`src/rtl/snoop_resolver_pkg.sv`:
```
package snoop_resolver_pkg;

    typedef enum logic [2:0] {
        RSP_NORMAL = 3'b000,
        RSP_NODATA = 3'b001,
        RSP_IWB    = 3'b010,
        RSP_DEFER  = 3'b011,
        RSP_RETRY  = 3'b100,
        RSP_HARD   = 3'b111
    } resp_e;

    typedef enum logic [1:0] {
        KIND_LINE  = 2'b00,
        KIND_PART  = 2'b01,
        KIND_INVAL = 2'b10,
        KIND_RSVD  = 2'b11
    } kind_e;

    typedef enum logic [1:0] {
        SZ_NONE = 2'b00,
        SZ_PART = 2'b01,
        SZ_LINE = 2'b10
    } size_e;

    typedef enum logic [2:0] {
        OC_CLEAN,
        OC_STALL,
        OC_IWB,
        OC_DEFER,
        OC_RETRY
    } outcome_e;

    typedef struct packed {
        logic       vld;
        logic [2:0] code;
        logic [1:0] size;
        logic       wb;
        logic       snarf;
        logic       shared;
        logic       aerr;
    } out_t;

endpackage

```
`src/rtl/snp_classify.sv`:
```
module snp_classify
    import snoop_resolver_pkg::*;
(
    input  logic     hit,
    input  logic     hitm,
    input  logic     defer,
    input  logic     retry_sel,
    output outcome_e outcome
);
    // Stall outranks everything; dirty hit outranks defer.
    always_comb begin
        if (hit && hitm)       outcome = OC_STALL;
        else if (hitm)         outcome = OC_IWB;
        else if (defer)        outcome = retry_sel ? OC_RETRY : OC_DEFER;
        else                   outcome = OC_CLEAN;
    end
endmodule

```
`src/rtl/snp_stall_track.sv`:
```
module snp_stall_track #(
    parameter int MAX_STALLS = 3,
    parameter int GAP        = 2
) (
    input  logic clk,
    input  logic rst_n,
    input  logic flush,
    input  logic sample_en,
    input  logic is_stall,
    output logic busy,
    output logic recheck,
    output logic overflow
);
    localparam int CNT_W = $clog2(MAX_STALLS + 1);
    localparam int GAP_W = (GAP > 2) ? $clog2(GAP) : 1;

    typedef struct packed {
        logic             busy;
        logic [CNT_W-1:0] cnt;
        logic [GAP_W-1:0] gap;
    } st_t;

    st_t st_d, st_q;

    always_comb begin
        st_d     = st_q;
        overflow = is_stall && (st_q.cnt == CNT_W'(MAX_STALLS));
        if (flush) begin
            st_d = '0;
        end else if (sample_en) begin
            if (is_stall && !overflow) begin
                st_d.busy = 1'b1;
                st_d.cnt  = st_q.cnt + 1'b1;
                st_d.gap  = GAP_W'(GAP - 1);
            end else begin
                st_d = '0;
            end
        end else if (st_q.busy && st_q.gap != '0) begin
            st_d.gap = st_q.gap - 1'b1;
        end
    end

    always_ff @(posedge clk or negedge rst_n) begin
        if (!rst_n) st_q <= '0;
        else        st_q <= st_d;
    end

    assign busy    = st_q.busy;
    assign recheck = st_q.busy && (st_q.gap == '0);
endmodule

```
`src/rtl/snp_encode.sv`:
```
module snp_encode
    import snoop_resolver_pkg::*;
(
    input  outcome_e   outcome,
    input  logic [1:0] kind,
    input  logic       overflow,
    output logic       emit,
    output logic [2:0] code,
    output logic [1:0] size,
    output logic       wb
);
    always_comb begin
        emit = 1'b1;
        code = RSP_HARD;
        size = SZ_NONE;
        wb   = 1'b0;
        case (outcome)
            OC_STALL: emit = overflow;
            OC_IWB: begin
                code = RSP_IWB;
                size = SZ_LINE;
                wb   = 1'b1;
            end
            OC_DEFER: code = RSP_DEFER;
            OC_RETRY: code = RSP_RETRY;
            default: begin
                case (kind)
                    KIND_LINE:  begin code = RSP_NORMAL; size = SZ_LINE; end
                    KIND_PART:  begin code = RSP_NORMAL; size = SZ_PART; end
                    KIND_INVAL: code = RSP_NODATA;
                    default:    code = RSP_HARD;
                endcase
            end
        endcase
    end
endmodule

```
`src/rtl/snoop_resolver.sv`:
```
module snoop_resolver
    import snoop_resolver_pkg::*;
#(
    parameter int MAX_STALLS = 3,
    parameter int GAP        = 2
) (
    input  logic       clk,
    input  logic       rst_n,
    input  logic       snoop_vld,
    input  logic       hit,
    input  logic       hitm,
    input  logic       defer,
    input  logic       retry_sel,
    input  logic [1:0] req_kind,
    input  logic       par_err,
    output logic       resp_vld,
    output logic [2:0] resp_code,
    output logic [1:0] data_size,
    output logic       wb_src,
    output logic       snarf_en,
    output logic       shared,
    output logic       addr_err
);
    outcome_e   outcome;
    logic       busy, recheck, overflow, sample_en;
    logic       emit, enc_wb;
    logic [2:0] enc_code;
    logic [1:0] enc_size;
    out_t       out_d, out_q;

    assign sample_en = !par_err && ((snoop_vld && !busy) || recheck);

    snp_classify u_classify (
        .hit       (hit),
        .hitm      (hitm),
        .defer     (defer),
        .retry_sel (retry_sel),
        .outcome   (outcome)
    );

    snp_stall_track #(
        .MAX_STALLS (MAX_STALLS),
        .GAP        (GAP)
    ) u_stall (
        .clk       (clk),
        .rst_n     (rst_n),
        .flush     (par_err),
        .sample_en (sample_en),
        .is_stall  (outcome == OC_STALL),
        .busy      (busy),
        .recheck   (recheck),
        .overflow  (overflow)
    );

    snp_encode u_encode (
        .outcome  (outcome),
        .kind     (req_kind),
        .overflow (overflow),
        .emit     (emit),
        .code     (enc_code),
        .size     (enc_size),
        .wb       (enc_wb)
    );

    always_comb begin
        out_d      = '0;
        out_d.aerr = par_err;
        if (sample_en && emit) begin
            out_d.vld    = 1'b1;
            out_d.code   = enc_code;
            out_d.size   = enc_size;
            out_d.wb     = enc_wb;
            out_d.snarf  = enc_wb;
            out_d.shared = hit && !hitm;
        end
    end

    always_ff @(posedge clk or negedge rst_n) begin
        if (!rst_n) out_q <= '0;
        else        out_q <= out_d;
    end

    assign resp_vld  = out_q.vld;
    assign resp_code = out_q.code;
    assign data_size = out_q.size;
    assign wb_src    = out_q.wb;
    assign snarf_en  = out_q.snarf;
    assign shared    = out_q.shared;
    assign addr_err  = out_q.aerr;
endmodule

```
`config.mk`:
```
export PLATFORM = sky130hd
export DESIGN_NAME = snoop_resolver
export DESIGN_NICKNAME = d
export VERILOG_FILES = /design/src/rtl/snoop_resolver_pkg.sv /design/src/rtl/snp_classify.sv /design/src/rtl/snp_stall_track.sv /design/src/rtl/snp_encode.sv /design/src/rtl/snoop_resolver.sv
export SDC_FILE = /design/constraint.sdc
export NUM_CORES = 1
export LEC_CHECK = 0
export BUFFER_PORTS_ARGS = -buffer_cell sky130_fd_sc_hd__buf_2
export CORE_MARGIN = 2
export CORE_UTILIZATION = 46
export CTS_CLUSTER_DIAMETER = 60
export DETAILED_ROUTE_END_ITERATION = 12
export PLACE_DENSITY = 0.81
export SLEW_MARGIN = 10
export SYNTH_ARGS = -nofsm -noshare
export SYNTH_HDL_FRONTEND = slang
export SYNTH_SLANG_ARGS = --single-unit
```
`constraint.sdc`:
```
create_clock -name clk -period 2.8 [get_ports clk]
set_clock_uncertainty 0.2 [all_clocks]
set_input_delay 0.28 -clock clk [delete_from_list [all_inputs] [get_ports clk]]
set_output_delay 0.28 -clock clk [all_outputs]
set_load 0.03 [all_outputs]
```
# Yosys cells after proc, flatten, opt, wreduce, memory -nomap -nowiden
# Cells that the tools add are included.
dict set report totals {
  in_bits 10
  regBits 14
  out_inout_bits 10
  elab_cells 55
}
dict set report op_classes {
  n_mux 16
  bitwise_logic 1
  n_reduce_logical 19
  n_addsub 2
  eq_ne 7
}
# op n
set op_table {}
lappend op_table {{two-way mux 3 bit} 5}
lappend op_table {{case mux 3 bit (4 select lines)} 1}
lappend op_table {{logical AND 1 bit} 9}
lappend op_table {{two-way mux 9 bit} 1}
lappend op_table {{two-way mux 4 bit} 2}
lappend op_table {{case mux 2 bit (2 select lines)} 2}
lappend op_table {{== test 3 x 2 -> 1 bit, second input constant} 2}
lappend op_table {{case mux 3 bit (2 select lines)} 1}
lappend op_table {{== test 2 bit, second input constant} 2}
lappend op_table {{logical NOT 1 bit} 4}
lappend op_table {{two-way mux 1 bit} 4}
lappend op_table {{== test 3 x 1 -> 1 bit, second input constant} 1}
lappend op_table {{== test 3 bit, second input constant} 1}
lappend op_table {{nonzero test 3 bit} 1}
lappend op_table {{OR reduction 3 bit} 1}
lappend op_table {{adder 2 x 1 -> 2 bit, second input constant} 1}
lappend op_table {{== test 2 x 1 -> 1 bit, second input constant} 1}
lappend op_table {{logical NOT 2 bit} 1}
lappend op_table {{nonzero test 2 bit} 1}
lappend op_table {{OR reduction 2 bit} 1}
lappend op_table {{logical OR 1 bit} 1}
lappend op_table {{inverter 1 bit} 1}
lappend op_table {{subtractor 1 bit, second input constant} 1}

# Depth between registers and ports, before layout
# Gate-level depths: netlist of run 1.
dict set report logic_depth {
  depth_word 11
  ltp_mapped 4
  ltp_nobuf 4
}

# By module
# A second synthesis of run 1 with hierarchy kept.
dict set report hier_totals {
  hier_cells 81
  hier_area_um2 818.3
}
# mod cells_each seq_area_each_um2 n_inst area_per_inst_um2
set by_module_without_submodules {}
lappend by_module_without_submodules {snoop_resolver 32 225.2 1 402.9}
lappend by_module_without_submodules {snp_stall_track 18 100.1 1 200.2}
lappend by_module_without_submodules {snp_encode 25 0.0 1 166.4}
lappend by_module_without_submodules {snp_classify 6 0.0 1 48.8}

# Worst setup path after synthesis of run 1
# OpenSTA, ideal clock, no wires.
dict set report synth_path {
  kind {register to register}
  startpoint {register u_stall.st_q[1] (netlist bit)}
  endpoint {register u_stall.st_q[2] (netlist bit)}
  t_arrival_ps 1174
  path_buffers 0
  stages_incl_launch_ff 5
  period_less_slack_ps 1452
  setup_slack_ps 1348
  required_time_ps 2523
  setup_time_ps 77
  cell_sequence {dfrtp_1 ha_1 nand3b_1 a211o_2 a21oi_1}
}
dict set report synth_between {
  elab_chain_cells 7
  word_cells_on_any_way 8
  cone_classes {add/sub (1); eq/ne (1); mux (3); reduce/logical (3)}
}
# element line
set synth_rtl {}
lappend synth_rtl {{start, declared} snp_stall_track.sv:23} ;# st_t st_d, st_q;
lappend synth_rtl {{start signal, assigned} snp_stall_track.sv:45} ;# else st_q <= st_d;
lappend synth_rtl {{== test 2 bit} snp_stall_track.sv:27} ;# overflow = is_stall && (st_q.cnt == CNT_W'(MAX_STALLS));
lappend synth_rtl {{logical AND 1 bit} snp_stall_track.sv:27}
lappend synth_rtl {{logical NOT 1 bit} snp_stall_track.sv:31} ;# if (is_stall && !overflow) begin
lappend synth_rtl {{logical AND 1 bit} snp_stall_track.sv:31}
lappend synth_rtl {{two-way mux 4 bit *} snp_stall_track.sv:31}
lappend synth_rtl {{two-way mux 3 bit *} snp_stall_track.sv:30} ;# end else if (sample_en) begin
lappend synth_rtl {{two-way mux 4 bit *} snp_stall_track.sv:28} ;# if (flush) begin
# Mark *: on every way between the ends. The rest lies on a longest branch, timed or not. The select of a mux whose other input is x is not followed.
# A chain may end at the register's enable or synchronous reset.

# Worst setup path in the final report of run 1
# Same ends and word-level chain as after synthesis.

==> metrics.txt, run 1 <==
status=finished, final reports clean; WL per Instance=12.7 um; cell taking the most area after synthesis=dfrtp_1; DR pass1 iterations=4; Final Hold Fails=0; number of flops mapped to enable cells by yosys=0; FF+latch area=325 sq um; syn_area_per_cell=11.9 sq um; H-tree levels=1; Layout Nets=86; Least-Margin Pin Slew=0.297 ns; Total GRT Usage=17.8%; I/O Pins=20; kind of critical path=flip-flop to flip-flop; fillers=108; Layout area overhead=21.3%; post-layout min period=1.53 ns; vias in the first global route=434; Seq/Total Area, Yosys=52.6%; cell count after synthesis=52; clock buffer depth=2; RSZ-0062 raised after global routing=false; Iter 0 DRT Violations=9; initial antenna violation count=0; cell area after synthesis=618 sq um; starting density of the core=48.1%; Crit path arrival time=1.53 ns; CP required=2.80 ns; Multi-input gate area=270 sq um; reg2reg setup slack=1.27 ns; Max Fanout on Critical Path=3; clk slew on worst S/H paths=0.08 ns; cts bufs inserted=3; total number of vias=480; synthesized flop and latch total=13; hpwl dp=859 um; IO buf count=19; most frequent cells in the layout=buf_2, dfrtp_1, a21oi_1; CP startpoint=u_stall.st_q[1]; share of cells above drive strength 1=40.5%; Worst-Skew Late Latency=0.27 ns; CTS root buffer=clkbuf_4; GP Congestion=0.788; Hold WC Path Type=primary input to flip-flop; Final TNS setup=0 ns; Leakage=0.371 nW; max-slew violation total from the final report=0; post-route ant nets=0; final worst path period share=54.6%; WL final=1.13 mm; PD cells=490 nW/um^2; pin count of the biggest net entering global routing=14; async set-reset flop share out of synthesis=100%; core area=1280 sq um; height of the chip=40.7 um; FP Rows=13; final setup fails=0; Primary FF master, synth=dfrtp_1; most common cell after layout, fill and taps aside=buf_2; Die X=40.7 um; crit end category=flip-flop; Core Util, Final=58.3%; maximum VDD drop=0.294 mV; Setup crit start kind=flip-flop; Synth area leaders=dfrtp_1, a21oi_1, nand2b_4, a211o_2, nor4bb_2; TritonCTS Sinks=13; slew margin rel.=80.2%; final global-route overflow total=0; Syn Nets=63; post-synth cell types=26; residual DRC count=0; Synth top area share=52.6%; max-cap violation count=0; Yosys warning count=0; fmax=654 MHz; hold path start=par_err; vias per cell=5.39; first-pass GRT wire length=1.84 mm; ANT cells=0; CTS tree=built; reg-to-reg startpoint=u_stall.st_q[1]; die area=1650 sq um; postcts setup bufs=0
## flip-flops by register name, indices dropped and copies added, names as in the netlist
signal / count
addr_err: 1
data_size: 2
resp_code: 3
resp_vld: 1
shared: 1
snarf_en: 1
u_stall.busy: 1
u_stall.st_q: 3
## report_power, final
group	internal (W)	leakage (nW)	total, W	switching [W]
registers	0.000194	0.176	0.000197	0.00000286
clock network	0.0000551	0.0150	0.000112	0.0000571
logic	0.0000219	0.180	0.0000578	0.0000359
## cell families (layout without fill, tap and decap cells)
group	after synthesis	in the layout	share of synthesized area (%)
adders and majority gates	1	1	2.02
AOI/OAI and AO/OA	15	15	17.8
buffers and inverters	3	25	3.64
muxes	1	1	1.62
DFF	13	13	52.6
and+or+nand+nor	19	19	22.3
## repair_timing
action                                 4_1_cts  5_1_grt
resized for setup                            0        0
setup endpoints to repair                    0        0
hold buffers                                 1        0
endpoints found under the hold margin       13        0
## cell type report
cell class              count  area share [%]
inverters                   1           0.501
multi-input cells          36            36.1
clock buffers               4            3.51
repair buffers             20            14.0
well taps                  15            2.50
flip-flops and latches     13            43.4
## stage by stage
step                      total power, W  cell area, sq um  setup WS, ns  instances  hold slack [ns]
after floorplan                 0.000237               618          1.35         52           -0.216
after global placement          0.000256               713          1.31         84          -0.0249
after detailed placement        0.000258               713          1.29         84          -0.0173
after CTS                       0.000372               749          1.27         89          0.00587
after global routing            0.000388               749          1.16         89          0.00711
final                           0.000367               749          1.27         89           0.0114
## synthesized netlist by cell type, types with 2 or more instances
cell	number
nand2_1	2
nand3_1	3
dfrtp_1	13
a21o_1	2
a21oi_1	6
a211o_2	2
nor2_1	3
nand3b_1	2
nand2b_4	2
## critical path, cell delays in order (launching register included)
cell	delay, ns
dfrtp_1	0.40
ha_1	0.22
nand3b_1	0.20
a211o_2	0.31
a21oi_1	0.13
## final timing paths
check / endpoint / depth (start not counted)
max in group asynchronous: resp_code[1] / 2
hold / removal: addr_err / 1
setup / recovery: u_stall.st_q[2] / 4
setup reg to reg: u_stall.st_q[2] / 4
hold reg to reg: u_stall.st_q[2] / 2
min in group asynchronous: resp_code[2] / 2
## routing by layer
layer / share of wire [%] / routed length, um / up-vias / GRT usage (%)
met5: 0 / 0 / - / 0
met4: 3.8 / 43 / 0 / 15.0
met3: 3.3 / 37 / 6 / 3.80
met2: 51 / 578 / 14 / 30.6
met1: 42 / 473 / 228 / 18.2
li1: - / - / 232 / -
Note: power is estimated with default switching activity, not from simulation.
==> inputs of run 2 (changes only) <==
- CORE_UTILIZATION: 46 -> 42
- PLACE_DENSITY: 0.81 -> 0.79
- clock period: 2.8 -> 1.3 ns (I/O delays scaled with it)
==> metrics.txt, run 2 (same netlist as run 1, synthesis figures left out) <==
CTS tree=built; reg-to-reg startpoint=u_stall.st_q[1]; TritonCTS Sinks=13; worst hold margin=-0.128 ns; worst-case reg-to-reg path depth=4; RSZ-0062 raised after global routing=true; CP required=1.30 ns; CTS root buffer=clkbuf_4; fmax=667 MHz; total number of vias=553; power share of the sequential group=49.8%; IO buf count=19; Total GRT Usage=17.6%; share of cells above drive strength 1=58.0%; post-layout min period=1.50 ns; PD cells=916 nW/um^2; starting density of the core=46.3%; setup slack after layout=-0.200 ns; clock network power share=29.0%; core area=1330 sq um; max-cap violation count=0; Worst-Skew Late Latency=0.27 ns; failing checks=negative hold slack, negative setup slack; most frequent cells in the layout=buf_2, dfrtp_1, buf_4; H-tree levels=1; reg-to-reg endpoint=u_stall.st_q[1]; hold path start=par_err; clk slew on worst S/H paths=0.08 ns; WL final=1.54 mm; worst hold endpoint=addr_err; # placed instances=92; WL per Instance=14.9 um; pin count of the biggest net entering global routing=14; crit end category=flip-flop; NetSw=0.000235 W; post-route ant nets=0; Layout area overhead=50.8%; first-pass GRT wire length=2.40 mm; hold depth=1; most common cell after layout, fill and taps aside=buf_2; FP Rows=13; max-slew violation total from the final report=0; Pint=0.000620 W; Max Fanout on Critical Path=3; final worst path period share=115%; Layout Nets=100; Die X=42.4 um; final setup fails=11; Leakage=0.443 nW; vias in the first global route=578; slew margin rel.=80.1%; maximum VDD drop=0.501 mV; I/O Pins=20; GP Congestion=0.818; hpwl dp=933 um; die area=1790 sq um; Comb pwr share=21.2%; status=complete, but fails checks; ANT cells=0; Hold WC Path Type=primary input to flip-flop; post-route insts no fill=103; Core Util, Final=69.9%; vias per cell=5.37; switch share=27.5%; residual DRC count=0; Iter 0 DRT Violations=2; Crit path arrival time=1.50 ns; DR pass1 iterations=4; cts bufs inserted=3; initial antenna violation count=0; Final TNS setup=-1.03 ns; clock buffer depth=2; height of the chip=42.4 um; reg2reg setup slack=-0.20 ns; kind of critical path=flip-flop to flip-flop; Setup crit start kind=flip-flop; final global-route overflow total=0; Least-Margin Pin Slew=0.298 ns; Final Hold Fails=6
==> run 2: changes by cell type in the layout (fill, tap and decap cells not counted), moves of 2 or more <==
cell / change
dlygate4sd3_1: +3
a21oi_2: +4
a21oi_1: -4
nor2_1: -2
buf_4: +7
buf_6: +4
==> run 2: final cells by class <==
cell class                 count  area (sq um)
multi-input combinational     36           325
timing repair buffer          34           233
clock buffer                   4          26.3
tap                           15          18.8
fill                          96           402
inverter                       1          3.75
sequential                    13           325
==> run 2: layer usage <==
layer	share of wire (%)	wire length [um]	vias to the layer above	GRT usage, %
li1	-	-	261	-
met1	35	532	266	16.9
met2	58	895	20	34.2
met3	3.8	59	6	3.88
met4	3.1	48	0	8.75
met5	0	0	-	0
==> run 2: power by group through the flow <==
stage	Clock, W	Combinational (W)	Sequential [W]
2_1_floorplan	0	0.0000552	0.000454
3_3_place_gp	0	0.000139	0.000432
3_5_place_dp	0	0.000142	0.000432
4_1_cts	0.000248	0.000162	0.000425
5_1_grt	0.000272	0.000195	0.000427
6_report	0.000248	0.000181	0.000425
==> run 2: how the worst max path moves through the flow <==
stage / start / end / slack [ns] / depth (start not counted)
after floorplan: u_stall.st_q[1] / u_stall.st_q[1] / -0.07 / 4
after global placement: u_stall.st_q[1] / u_stall.st_q[1] / -0.11 / 4
after detailed placement: u_stall.st_q[2] / u_stall.st_q[2] / -0.15 / 4
after CTS: u_stall.st_q[1] / u_stall.st_q[2] / -0.15 / 4
after global routing: u_stall.st_q[2] / u_stall.st_q[1] / -0.24 / 4
final: u_stall.st_q[1] / u_stall.st_q[1] / -0.20 / 4
==> run 2: worst max-delay path: stages, from the launching register on <==
cell      delay, ns
dfrtp_1        0.42
ha_4           0.18
nand3b_1       0.19
a211o_2        0.33
a21oi_2        0.11
==> run 2: stage by stage <==
| stage | area [sq um] | total power (W) | hold WS (ns) | setup WS, ns |
|---|---|---|---|---|
| after global routing | 932 | 0.000894 | -0.138 | -0.238 |
| after detailed placement | 776 | 0.000574 | -0.172 | -0.150 |
| final | 932 | 0.000854 | -0.128 | -0.200 |
| after floorplan | 621 | 0.000509 | -0.366 | -0.0745 |
| after CTS | 887 | 0.000835 | -0.139 | -0.150 |
| after global placement | 776 | 0.000571 | -0.175 | -0.106 |
==> run 2: repair_timing <==
action / in CTS / in global routing
endpoints found under the setup margin: 11 / 12
hold endpoints to repair: 22 / 7
hold buffers: 3 / 1
gates resized for setup: 13 / 5
pin swaps: 2 / 4
buffers inserted: 1 / 3
==> inputs of run 3 (changes only) <==
- CORE_UTILIZATION: 42 -> 40
- HOLD_SLACK_MARGIN: unset -> 0.02
- PLACE_DENSITY: 0.79 -> 0.76
==> metrics.txt, run 3 (same netlist as run 1, synthesis figures left out) <==
status=complete, but fails checks; failing checks=negative hold slack, negative setup slack; Layout area overhead=53.6%; residual DRC count=0; starting density of the core=42.0%; Iter 0 DRT Violations=3; Cell Chain, Critical Path=ha_2, nand3b_1, or3_1, o31ai_1; crit end category=flip-flop; DR pass1 iterations=5; CTS root buffer=clkbuf_4; RSZ-0062 raised after global routing=true; max-slew violation total from the final report=0; final worst path period share=112%; GP Congestion=0.745; ANT cells=0; most common cell after layout, fill and taps aside=buf_2; Least-Margin Pin Slew=0.294 ns; hold depth=1; Die X=43.3 um; vias per cell=5.13; FP Rows=14; CP max-delay cell=dfrtp_1; Leakage=0.464 nW; clock network power share=29.1%; Final Cell Area=950 sq um; fillers=114; TritonCTS Sinks=13; Post-CTS Hold Fix Bufs=6; Comb pwr share=22.0%; Worst-Skew Late Latency=0.27 ns; Pint=0.000626 W; worst hold endpoint=addr_err; maximum VDD drop=0.552 mV; post-route ant nets=0; PD cells=912 nW/um^2; Final Hold Fails=7; vias in the first global route=538; dpl ws=-0.138 ns; reg-to-reg startpoint=u_stall.st_q[2]; post-layout min period=1.46 ns; pin count of the biggest net entering global routing=14; setup slack after layout=-0.156 ns; power share of the sequential group=48.9%; reg-to-reg endpoint=u_stall.st_q[0]; hpwl dp=860 um; WL per Instance=13.8 um; switch share=27.8%; total number of vias=534; final global-route overflow total=0; NetSw=0.000241 W; kind of critical path=flip-flop to flip-flop; Total Power Consumption=0.000867 W; reg2reg setup slack=-0.16 ns; CTS tree=built; worst hold margin=-0.142 ns; height of the chip=43.3 um; most frequent cells in the layout=buf_2, dfrtp_1, buf_6; Total GRT Usage=17.5%; final setup fails=11; CP startpoint=u_stall.st_q[2]; CP required=1.28 ns; die area=1880 sq um; max-cap violation count=0; share of cells above drive strength 1=56.8%; initial antenna violation count=0; Max Fanout on Critical Path=3; fmax=687 MHz; slew margin rel.=80.4%; worst-case reg-to-reg path depth=4; clock buffer depth=2; clk slew on worst S/H paths=0.08 ns; Setup crit start kind=flip-flop; Layout Nets=100; core area=1470 sq um; WL final=1.43 mm; placed cell areas=769 sq um; CP max stage delay=0.39 ns; Crit path arrival time=1.44 ns; Hold WC Path Type=primary input to flip-flop; IO buf count=19; I/O Pins=20; cts bufs inserted=3; first-pass GRT wire length=2.36 mm; H-tree levels=1; hold path start=par_err
run 3: how the worst max path moves through the flow:
stage,to,slack (ns)
2_1_floorplan,u_stall.st_q[1],-0.07
3_3_place_gp,u_stall.st_q[1],-0.11
3_5_place_dp,u_stall.st_q[1],-0.14
4_1_cts,u_stall.st_q[1],-0.15
5_1_grt,u_stall.st_q[0],-0.20
6_report,u_stall.st_q[0],-0.16
run 3: final cells by class:
class | count | area [sq um] | share of cell area, %
Timing Repair Buffer | 34 | 245 | 25.8
Tap cell | 16 | 20.0 | 2.11
Sequential cell | 13 | 325 | 34.3
Clock buffer | 4 | 26.3 | 2.77
Multi-Input combinational cell | 36 | 329 | 34.7
Inverter | 1 | 3.75 | 0.395
run 3: critical path: cells and delay by family, from the launching register on:
family	cells	cell delay, ns
AND/OR/NAND/NOR	2	0.51
flip-flops	1	0.39
adder cells (fa/ha/maj)	1	0.19
AO/OA/AOI/OAI	1	0.07
run 3: power groups by stage:
stage / Combinational (W) / Sequential [W] / Clock, W
4_1_cts: 0.000165 / 0.000424 / 0.000255
3_5_place_dp: 0.000140 / 0.000432 / 0
6_report: 0.000191 / 0.000424 / 0.000252
5_1_grt: 0.000206 / 0.000425 / 0.000273
3_3_place_gp: 0.000137 / 0.000431 / 0
2_1_floorplan: 0.0000552 / 0.000454 / 0
run 3: what timing repair did:
action                     4_1_cts  5_1_grt
hold endpoints to repair        24        7
buffers inserted                 0        3
setup endpoints to repair       12       12
pin swaps                        2        4
gates resized for setup         10       11
run 3: metrics by stage:
step	util, %	cells	TNS (ns)
after floorplan	-	52	-0.244
after global placement	52.3	92	-0.464
after detailed placement	52.3	92	-0.692
after CTS	60.5	102	-0.872
after global routing	64.5	104	-1.57
final	64.5	104	-1.09
run 3: metal layers:
layer | track usage, % | part of all wire [%] | vias up
li1 | - | - | 262
met1 | 20.8 | 40 | 254
met2 | 28.7 | 53 | 14
met3 | 4.26 | 4.5 | 4
met4 | 10.3 | 1.7 | 0
met5 | 0 | 0 | -
